==> src/rtl/env_pkg.sv <==
package env_pkg;
  // channel slots in the per-channel arrays of the top
  localparam int NCH    = 2;
  localparam int CH_CUR = 0;
  localparam int CH_VLT = 1;

  typedef enum logic [0:0] {DIV_IDLE = 1'b0, DIV_RUN = 1'b1} div_state_e;
endpackage

==> src/rtl/env_rectify.sv <==
module env_rectify #(
  parameter int DW = 16
) (
  input  logic signed [DW-1:0] x,
  output logic        [DW-2:0] mag
);
  localparam logic signed [DW-1:0] MOST_NEG = {1'b1, {(DW-1){1'b0}}};

  logic signed [DW-1:0] neg;

  always_comb begin
    neg = -x;
    if (x == MOST_NEG)  mag = '1;            // saturate the one unrepresentable magnitude
    else if (x[DW-1])   mag = neg[DW-2:0];
    else                mag = x[DW-2:0];
  end
endmodule

==> src/rtl/env_lpf.sv <==
module env_lpf #(
  parameter int DW    = 16,
  parameter int EW    = 24,
  parameter int FRAC  = 8,
  parameter int SHIFT = 6
) (
  input  logic                 clk,
  input  logic                 rst,
  input  logic                 en,
  input  logic signed [DW-1:0] x,
  output logic        [EW-1:0] y
);
  localparam int MW  = DW - 1;          // magnitude width
  localparam int TW  = EW + 1;          // signed working width
  localparam int PAD = TW - MW - FRAC;  // must stay positive

  logic        [MW-1:0] mag;
  logic signed [TW-1:0] tgt, cur, diff, step;

  env_rectify #(.DW(DW)) u_rect (.x(x), .mag(mag));

  always_comb begin
    tgt  = $signed({{PAD{1'b0}}, mag, {FRAC{1'b0}}});
    cur  = $signed({1'b0, y});
    diff = tgt - cur;
    step = diff >>> SHIFT;
  end

  always_ff @(posedge clk) begin
    if (rst)     y <= '0;
    else if (en) y <= y + step[EW-1:0];
  end
endmodule

==> src/rtl/env_divider.sv <==
module env_divider
  import env_pkg::*;
#(
  parameter int NW   = 32,   // dividend width
  parameter int DENW = 24,   // divisor width
  parameter int QW   = 16    // output width, saturated
) (
  input  logic            clk,
  input  logic            rst,
  input  logic            start,
  input  logic [NW-1:0]   num,
  input  logic [DENW-1:0] den,
  output logic            busy,
  output logic            done,
  output logic [QW-1:0]   quo,
  output logic            zero_err
);
  localparam int CW = $clog2(NW + 1);

  div_state_e      state;
  logic [CW-1:0]   cnt;
  logic [DENW:0]   rem, rem_sh, rem_nx;
  logic [NW-1:0]   acc, acc_nx;
  logic [DENW-1:0] den_r;
  logic            zero_r, ge;

  assign busy = (state == DIV_RUN);

  always_comb begin
    rem_sh = {rem[DENW-1:0], acc[NW-1]};
    ge     = rem_sh >= {1'b0, den_r};
    rem_nx = ge ? (rem_sh - {1'b0, den_r}) : rem_sh;
    acc_nx = {acc[NW-2:0], ge};
  end

  always_ff @(posedge clk) begin
    if (rst) begin
      state    <= DIV_IDLE;
      cnt      <= '0;
      rem      <= '0;
      acc      <= '0;
      den_r    <= '0;
      zero_r   <= 1'b0;
      done     <= 1'b0;
      quo      <= '0;
      zero_err <= 1'b0;
    end else begin
      done <= 1'b0;
      case (state)
        DIV_IDLE: if (start) begin
          acc    <= num;
          den_r  <= den;
          rem    <= '0;
          cnt    <= CW'(NW);
          zero_r <= (den == '0);
          state  <= DIV_RUN;
        end
        DIV_RUN: begin
          rem <= rem_nx;
          acc <= acc_nx;
          cnt <= cnt - 1'b1;
          if (cnt == CW'(1)) begin
            state    <= DIV_IDLE;
            done     <= 1'b1;
            quo      <= (acc_nx[NW-1:QW] != '0) ? '1 : acc_nx[QW-1:0];
            zero_err <= zero_r;
          end
        end
        default: state <= DIV_IDLE;
      endcase
    end
  end
endmodule

==> src/rtl/env_ratio_demod.sv <==
module env_ratio_demod
  import env_pkg::*;
#(
  parameter int DW    = 16,
  parameter int EW    = 24,
  parameter int FRAC  = 8,
  parameter int SHIFT = 6,
  parameter int QFRAC = 8,
  parameter int QW    = 16,
  parameter int DEC   = 50
) (
  input  logic          clk,
  input  logic          rst,
  input  logic          smp_valid,
  input  logic [DW-1:0] cur_smp,
  input  logic [DW-1:0] vlt_smp,
  output logic          pos_valid,
  output logic [QW-1:0] pos_q,
  output logic          div_err
);
  localparam int NW   = EW + QFRAC;
  localparam int CNTW = (DEC > 1) ? $clog2(DEC) : 1;

  logic signed [DW-1:0] smp_arr [NCH];
  logic        [EW-1:0] env_arr [NCH];
  logic [EW-1:0]        i_env, v_env;
  logic [CNTW-1:0]      dec_cnt;
  logic                 dec_tick;
  logic                 div_busy;

  assign smp_arr[CH_CUR] = $signed(cur_smp);
  assign smp_arr[CH_VLT] = $signed(vlt_smp);

  // identical envelope paths, advanced in lockstep by the shared strobe
  for (genvar ch = 0; ch < NCH; ch++) begin : g_chan
    env_lpf #(.DW(DW), .EW(EW), .FRAC(FRAC), .SHIFT(SHIFT)) u_lpf (
      .clk (clk),
      .rst (rst),
      .en  (smp_valid),
      .x   (smp_arr[ch]),
      .y   (env_arr[ch])
    );
  end

  assign i_env = env_arr[CH_CUR];
  assign v_env = env_arr[CH_VLT];

  // decimation: one request per DEC accepted samples, raised after the envelopes update
  always_ff @(posedge clk) begin
    if (rst) begin
      dec_cnt  <= '0;
      dec_tick <= 1'b0;
    end else begin
      dec_tick <= smp_valid && (dec_cnt == CNTW'(DEC - 1));
      if (smp_valid) dec_cnt <= (dec_cnt == CNTW'(DEC - 1)) ? '0 : dec_cnt + 1'b1;
    end
  end

  env_divider #(.NW(NW), .DENW(EW), .QW(QW)) u_div (
    .clk      (clk),
    .rst      (rst),
    .start    (dec_tick),
    .num      ({i_env, {QFRAC{1'b0}}}),
    .den      (v_env),
    .busy     (div_busy),
    .done     (pos_valid),
    .quo      (pos_q),
    .zero_err (div_err)
  );
endmodule

==> config.mk <==
export PLATFORM = sky130hd
export DESIGN_NAME = env_ratio_demod
export DESIGN_NICKNAME = d
export VERILOG_FILES = /design/src/rtl/env_pkg.sv /design/src/rtl/env_rectify.sv /design/src/rtl/env_lpf.sv /design/src/rtl/env_divider.sv /design/src/rtl/env_ratio_demod.sv
export SDC_FILE = /design/constraint.sdc
export NUM_CORES = 1
export LEC_CHECK = 0
export ABC_AREA = 0
export BUFFER_PORTS_ARGS = -buffer_cell sky130_fd_sc_hd__clkbuf_2
export CORE_ASPECT_RATIO = 0.5
export CORE_MARGIN = 1.5
export CORE_UTILIZATION = 50
export CTS_CLUSTER_DIAMETER = 60
export DETAILED_ROUTE_END_ITERATION = 7
export PLACE_DENSITY = 0.76
export SYNTH_ARGS = -nofsm -noshare
export SYNTH_HDL_FRONTEND = slang
export SYNTH_SLANG_ARGS = --single-unit
==> constraint.sdc <==
create_clock -name clk -period 14.3 [get_ports clk]
set_clock_uncertainty 0.2 [all_clocks]
set_input_delay 2.86 -clock clk [delete_from_list [all_inputs] [get_ports clk]]
set_output_delay 2.86 -clock clk [all_outputs]
set_load 0.01 [all_outputs]
==> flow_summary.yaml, run 1 <==
setup_path:
  crit_path_end_kind: "flop"
  worst_r2r_endpoint: "g_chan[1].u_lpf.y[23]"
  crit_arrival_ps: 8750
  buffers_inverters_on_critical_path: 1
  rrSetupSlack_ps: 8890
  timing.setup.critical_path_class: "primary input to flop"
  r2r.worst_path.cells: 18
  cp-start-kind: "primary input"
  worstReg2RegStart: "g_chan[1].u_lpf.y[1]"
  cell_family_with_most_cp_delay: "compound AO/OA/AOI/OAI gates"
  crit_path_max_incr_delay_ps: 560
  crit_slowest_cell: "sky130_fd_sc_hd__or4_1"
  worst_ep_required_time_ps: 14450
  crit_path_max_fanout: 14
timing:
  slew_headroom: 0.3787
  clock.fmax_mhz: 116.4
  timing_worst_slew_pin_value_ps: 932.0
  post-route-min-period_ps: 8595
  worst_setup_slack_final_ps: 5705
  fin_setup_tns_ps: 0
  setup-violations-final: 0
  finalHoldViolCount: 0
  timing_max_transition_violations_final: 0
  rsz0062_at_grt: "false"
  layout_worst_path_cycle_share: 0.6010
floorplan:
  floorplan.die.height_um: 111.0
  num_io_pins: 53
  rows: 39
  die_width_um: 218.9
  fp.dieArea_mm2: 0.02429
  initial_utilization: 0.5104
  core_mm2: 0.02284
detailed_routing:
  drt-initial-drc-count: 689
  wl_per_cell_um: 14.69
  detail_route.vias_per_cell: 5.748
  drt_pass1_iterations: 5
  antenna_violating_nets_post_route: 0
  route.final.wire_length_mm: 27.01
  route.detailed.drc: 0
  detailroute.via_count: 10570
clocking:
  cts_buffer_depth: 2
  numClockSinks: 161
  clock_insertion_delay_worst_skew_ps: 430
  cts.repair_timing.setup_buffer_count: 0
  cts_tree: "done"
  cts.reportedPaths.clkPinSlew_ps: 60
  ctsRootBufferMaster: "sky130_fd_sc_hd__clkbuf_16"
  cts-hold-fix-buffers: 0
  cts.repair.resized: 0
  cts-buffers-inserted: 17
  h-tree-depth: 4
final_layout:
  final_net_count: 1667
  post-route-cell-area_mm2: 0.01274
  n_antenna_cell: 0
  finish.cell_count_without_fillers: 1838
  drive_gt1_frac: 0.07381
  area_growth_syn_to_layout_pct: 9.286
logic_synthesis:
  avgSynthCellArea_um2: 7.765
  synth_commonest_cells: "207 x sky130_fd_sc_hd__nor2_1, 165 x sky130_fd_sc_hd__nand2_1, 161 x sky130_fd_sc_hd__dfxtp_1"
  post_synth_edffs: 0
  synth_area_mm2: 0.01165
  synth_cells: 1501
  ys_types: 78
  yosysWarnings: 0
  synth_area_leader_cell: "sky130_fd_sc_hd__dfxtp_1"
  synthArstFlopShare: 0
  post-synth-top-count-cell: "sky130_fd_sc_hd__nor2_1"
  postSynth.topFlopCell: "sky130_fd_sc_hd__dfxtp_1"
  synth_fp_nets: 1649
  seq_area_frac_synth: 0.2765
  synth-seq-cells: 161
  synthTopCellsByArea: "sky130_fd_sc_hd__dfxtp_1 28%, sky130_fd_sc_hd__ha_1 12%, sky130_fd_sc_hd__nor2_1 6.7%, sky130_fd_sc_hd__mux2i_1 5.7%, sky130_fd_sc_hd__nand2_1 5.3%"
  synth_top_area_share: 0.2765
placement:
  place.detailed.instances: 1807
  hpwl_after_dpl_mm: 20.10
  finalWeightedCongestion: 0.9711
  pre_cts_ws_ps: 5377
  placement.io_buffers: 52
  placed_area_mm2: 0.01211
power_and_ir_drop:
  vdd.ir_drop.worst_mv: 0.08628
  internal_power_mw: 1.417
  power_density_mw_per_mm2: 192.9
  p_seq_frac: 0.238
  power_frac_clock: 0.199
  combPwrFrac: 0.563
  p_switching_mw: 1.041
  p_sw_frac: 0.4235
  leakagePower_nw: 5.254
worst_hold_path:
  hold_path.startpoint: "u_div.den_r[13]"
  worst_hold_path.num_cells: 2
  worstHoldEndpoint: "u_div.den_r[13]"
  worst_hold_path_type: "flop to flop"
global_route:
  grt_max_degree: 81
  antenna_violations_before_repair: 0
  grt_pass1_wl_mm: 46.49
  overflow: 0
  number_of_global_route_vias_before_repair: 10200
  track_usage: 0.2271
job:
  max_cap_violations: 0
status:
  status: "completed"
[worst max path at each step]
stage,from,endpoint,slack [ps],cells past startpoint
2_1_floorplan,vlt_smp[8],g_chan[1].u_lpf.y[23],6080,25
3_3_place_gp,vlt_smp[8],g_chan[1].u_lpf.y[23],5510,25
3_5_place_dp,vlt_smp[8],g_chan[1].u_lpf.y[23],5380,25
4_1_cts,vlt_smp[8],g_chan[1].u_lpf.y[23],5790,25
5_1_grt,cur_smp[0],g_chan[0].u_lpf.y[23],5360,28
6_report,vlt_smp[8],g_chan[1].u_lpf.y[23],5710,25
[metrics by stage]
| stage | utilization | hold WS, ps | power (mW) |
|---|---|---|---|
| 6_report | 0.5577 | 254.6 | 2.457 |
| 5_1_grt | 0.5577 | 273.4 | 2.664 |
| 4_1_cts | 0.5577 | 256.6 | 2.443 |
| 3_5_place_dp | 0.5304 | 247.7 | 1.948 |
| 3_3_place_gp | 0.5304 | 245.1 | 1.901 |
| 2_1_floorplan | - | 224.7 | 1.681 |
[power groups by stage]
| stage | clock [mW] | sequential [mW] | combinational, mW |
|---|---|---|---|
| floorplan | 0 | 0.558 | 1.12 |
| global placement | 0 | 0.592 | 1.31 |
| detailed placement | 0 | 0.593 | 1.36 |
| CTS | 0.494 | 0.583 | 1.37 |
| global route | 0.512 | 0.593 | 1.56 |
| finish | 0.489 | 0.585 | 1.38 |
[cell type report]
type                            instances  area (um^2)
Clock buffer                           20        446.7
Timing Repair Buffer                   59        315.3
Tap cell                              307        384.1
Multi-Input combinational cell       1199         7884
Sequential cell                       161         3226
Inverter                               81        304.0
Fill cell                            2052        10100
Clock inverter                         11        177.7
[kinds of logic (layout without fill, tap and decap cells)]
group / count (synthesis) / count (layout) / synth area share
AO/OA/AOI/OAI: 356 / 356 / 0.1960
XOR/XNOR: 105 / 105 / 0.07890
adder cells (fa/ha/maj): 113 / 113 / 0.1232
buffers and inverters: 141 / 171 / 0.04745
flip-flops: 161 / 161 / 0.2765
multiplexers: 71 / 71 / 0.06151
AND/OR/NAND/NOR: 554 / 554 / 0.2163
[layout by cell type, fill, tap and decap left out, types with 22 or more instances in the layout]
master	count
sky130_fd_sc_hd__nand2_1	165
sky130_fd_sc_hd__clkbuf_2	51
sky130_fd_sc_hd__nor3_1	43
sky130_fd_sc_hd__nor2_1	207
sky130_fd_sc_hd__mux2i_1	66
sky130_fd_sc_hd__dfxtp_1	159
sky130_fd_sc_hd__inv_1	80
sky130_fd_sc_hd__a21o_1	29
sky130_fd_sc_hd__nand3_1	22
sky130_fd_sc_hd__a21oi_1	122
sky130_fd_sc_hd__xor2_1	43
sky130_fd_sc_hd__o21ai_0	63
sky130_fd_sc_hd__xnor2_1	62
sky130_fd_sc_hd__ha_1	110
[routing by layer]
metal,track usage,vias to the layer above,part of all wire
li1,-,5320,-
met2,0.4017,198,0.49
met5,0,-,0
met1,0.2866,5021,0.47
met4,0.05388,0,0.011
met3,0.03813,26,0.039
[tightest hold or removal path, cell delays in order (launching register included)]
cell                      delay (ps)
sky130_fd_sc_hd__dfxtp_1         310
sky130_fd_sc_hd__nand2_1          50
sky130_fd_sc_hd__a21oi_1          50
[registers in the layout (all words and copies together), names as in the netlist]
register / cells
u_div.zero_r: 1
u_div.quo: 16
g_chan.u_lpf.y: 48
u_div.busy: 1
dec_cnt: 6
u_div.zero_err: 1
dec_tick: 1
u_div.cnt: 6
u_div.acc: 32
u_div.rem: 24
u_div.done: 1
u_div.den_r: 24
Power figures use the tool's default switching activity.
==> inputs of run 2 (changes only) <==
- PLACE_DENSITY: 0.76 -> 0.79
- clock period: 14.3 -> 7.3 ns (I/O delays scaled with it)
==> run 2 against run 1 <==
Compared with the run above: clock-buffer cell count shrank 2; final cell count is 0.38% higher; register-to-register slack got worse by 6800 ps; via count down 1.4%; sequential power up 97%; worst hold slack barely moved; sequential cell count is the same; combinational power rose by 93%; core utilization up 0.15 points; die area unchanged; critical path type unchanged; largest power group unchanged.
==> flow_summary.yaml, run 2 (synthesized netlist as in run 1, its figures left out) <==
detailed_routing:
  wl_per_cell_um: 14.06
  antenna_violating_nets_post_route: 0
  route.detailed.drc: 0
  drt-initial-drc-count: 774
  drt_pass1_iterations: 5
  detail_route.vias_per_cell: 5.643
  detailroute.via_count: 10410
  route.final.wire_length_mm: 25.95
floorplan:
  core_mm2: 0.02284
  floorplan.die.height_um: 111.0
  num_io_pins: 53
  fp.dieArea_mm2: 0.02429
  rows: 39
  die_width_um: 218.9
  initial_utilization: 0.5104
timing:
  post-route-min-period_ps: 6879
  worst_setup_slack_final_ps: 421.3
  layout_worst_path_cycle_share: 0.9423
  rsz0062_at_grt: "false"
  finalHoldViolCount: 0
  timing_max_transition_violations_final: 0
  setup-violations-final: 0
  fin_setup_tns_ps: 0
  timing_worst_slew_pin_value_ps: 949.6
  clock.fmax_mhz: 145.4
  slew_headroom: 0.3649
setup_path:
  rrSetupSlack_ps: 2110
  crit_path_end_kind: "flop"
  worstReg2RegStart: "g_chan[1].u_lpf.y[1]"
  worst_r2r_endpoint: "g_chan[1].u_lpf.y[23]"
  cp-start-kind: "primary input"
  worst_ep_required_time_ps: 7460
  crit_path_max_fanout: 4
  timing.setup.critical_path_class: "primary input to flop"
  crit_arrival_ps: 7030
  r2r.worst_path.cells: 19
clocking:
  ctsRootBufferMaster: "sky130_fd_sc_hd__clkbuf_16"
  clock_insertion_delay_worst_skew_ps: 430
  cts-buffers-inserted: 17
  cts_buffer_depth: 2
  h-tree-depth: 4
  cts_tree: "done"
  numClockSinks: 161
  cts.reportedPaths.clkPinSlew_ps: 60
placement:
  finalWeightedCongestion: 0.9174
  placement.io_buffers: 52
  pre_cts_ws_ps: 10.55
  hpwl_after_dpl_mm: 18.97
  placed_area_mm2: 0.01216
  place.detailed.instances: 1812
global_route:
  overflow: 0
  antenna_violations_before_repair: 0
  track_usage: 0.2202
  grt_max_degree: 82
  grt_pass1_wl_mm: 44.90
  number_of_global_route_vias_before_repair: 9761
final_layout:
  final_net_count: 1673
  most-common-layout-cells: "207 x sky130_fd_sc_hd__nor2_1, 165 x sky130_fd_sc_hd__nand2_1, 159 x sky130_fd_sc_hd__dfxtp_1"
  reg.largest.list: "g_chan.u_lpf.y (48), u_div.acc (32)"
  finish.cell_count_without_fillers: 1845
  largest_reg_flops: 48
  fillCellCount: 2095
  n_antenna_cell: 0
  post-route-cell-area_mm2: 0.01277
  mostFrequentLayoutCell: "sky130_fd_sc_hd__nor2_1"
  drive_gt1_frac: 0.07867
  area_growth_syn_to_layout_pct: 9.586
  top_register: "g_chan.u_lpf.y"
power_and_ir_drop:
  totalPowerFinal_mw: 4.738
  power_density_mw_per_mm2: 371.0
  leakagePower_nw: 5.275
  vdd.ir_drop.worst_mv: 0.1833
worst_hold_path:
  worstHoldEndpoint: "u_div.den_r[13]"
  hold_path.startpoint: "u_div.den_r[13]"
  worst_hold_path.num_cells: 2
  worst_hold_path_type: "flop to flop"
job:
  max_cap_violations: 0
status:
  status: "completed"
## run 2: changes by cell type in the layout (fill, tap and decap cells not counted)
| cell | change |
|---|---|
| sky130_fd_sc_hd__buf_4 | +6 |
| sky130_fd_sc_hd__clkinv_2 | +2 |
| sky130_fd_sc_hd__a2111oi_0 | -1 |
| sky130_fd_sc_hd__a2111oi_1 | +1 |
| sky130_fd_sc_hd__bufinv_16 | -1 |
| sky130_fd_sc_hd__clkbuf_1 | -1 |
| sky130_fd_sc_hd__clkbuf_8 | -1 |
| sky130_fd_sc_hd__clkinv_4 | +1 |
| sky130_fd_sc_hd__inv_8 | +1 |
| sky130_fd_sc_hd__nor3_2 | -1 |
| sky130_fd_sc_hd__nor3_4 | +1 |
## run 2: how the worst max path moves through the flow
stage	startpoint	to	slack [ps]	cells after the start
after floorplan	vlt_smp[8]	g_chan[1].u_lpf.y[23]	480	25
after global placement	vlt_smp[8]	g_chan[1].u_lpf.y[23]	170	25
after detailed placement	vlt_smp[8]	g_chan[1].u_lpf.y[23]	10	25
after CTS	vlt_smp[8]	g_chan[1].u_lpf.y[23]	450	25
after global routing	vlt_smp[8]	g_chan[1].u_lpf.y[23]	60	27
final	vlt_smp[8]	g_chan[1].u_lpf.y[23]	420	26
## run 2: where the power goes
group	internal, mW	total (mW)	switching, mW
Sequential	0.984	1.15	0.165
Clock	0.544	0.925	0.381
Combinational	1.21	2.66	1.45
Total	2.74	4.74	2.00
## run 2: repair_timing
action / CTS / global route
endpoints found under the setup margin: 0 / 1
gates resized for setup: 0 / 1
setup buffers: 0 / 1
hold buffers: 0 / 0
## run 2: cell type report
type	count	area [um^2]	area share
Multi-Input combinational cell	1199	7891	0.6179
Sequential cell	161	3226	0.2525
Clock buffer	18	429.2	0.03360
Tap cell	307	384.1	0.03007
Timing Repair Buffer	65	360.3	0.02821
Inverter	81	304.0	0.02380
Clock inverter	14	177.7	0.01391
## run 2: metrics by stage
stage | hold slack [ps] | utilization
2_1_floorplan | 224.7 | -
3_3_place_gp | 242.8 | 0.5323
3_5_place_dp | 247.3 | 0.5323
4_1_cts | 255.9 | 0.5589
5_1_grt | 268.2 | 0.5593
6_report | 254.1 | 0.5593
## run 2: per-layer routing
| metal | global-route usage | vias up | wire (um) |
|---|---|---|---|
| li1 | - | 5332 | - |
| met1 | 0.2911 | 4831 | 12550 |
| met2 | 0.3622 | 205 | 11730 |
| met3 | 0.04033 | 44 | 1131 |
| met4 | 0.07078 | 0 | 529 |
| met5 | 0 | - | 0 |
## run 2: worst max-delay path, cell delays in order
cell and delay [ps]:
sky130_fd_sc_hd__clkbuf_2 110, sky130_fd_sc_hd__or4_1 570, sky130_fd_sc_hd__or3_1 340, sky130_fd_sc_hd__nor3_1 250, sky130_fd_sc_hd__nand3b_1 170, sky130_fd_sc_hd__buf_4 190, sky130_fd_sc_hd__nand2_1 60, sky130_fd_sc_hd__ha_1 250
sky130_fd_sc_hd__nand2_1 150, sky130_fd_sc_hd__a2bb2oi_2 180, sky130_fd_sc_hd__o311ai_2 170, sky130_fd_sc_hd__a31oi_4 250, sky130_fd_sc_hd__nor3_2 80, sky130_fd_sc_hd__o21a_1 210, sky130_fd_sc_hd__o21a_2 220, sky130_fd_sc_hd__nor2_1 150
sky130_fd_sc_hd__ha_1 290, sky130_fd_sc_hd__a21oi_1 170, sky130_fd_sc_hd__o21ai_0 160, sky130_fd_sc_hd__a2111oi_1 380, sky130_fd_sc_hd__a21o_1 190, sky130_fd_sc_hd__nor2_1 60, sky130_fd_sc_hd__nor4_2 210, sky130_fd_sc_hd__o21bai_1 140
sky130_fd_sc_hd__or4_1 480, sky130_fd_sc_hd__a31oi_1 160
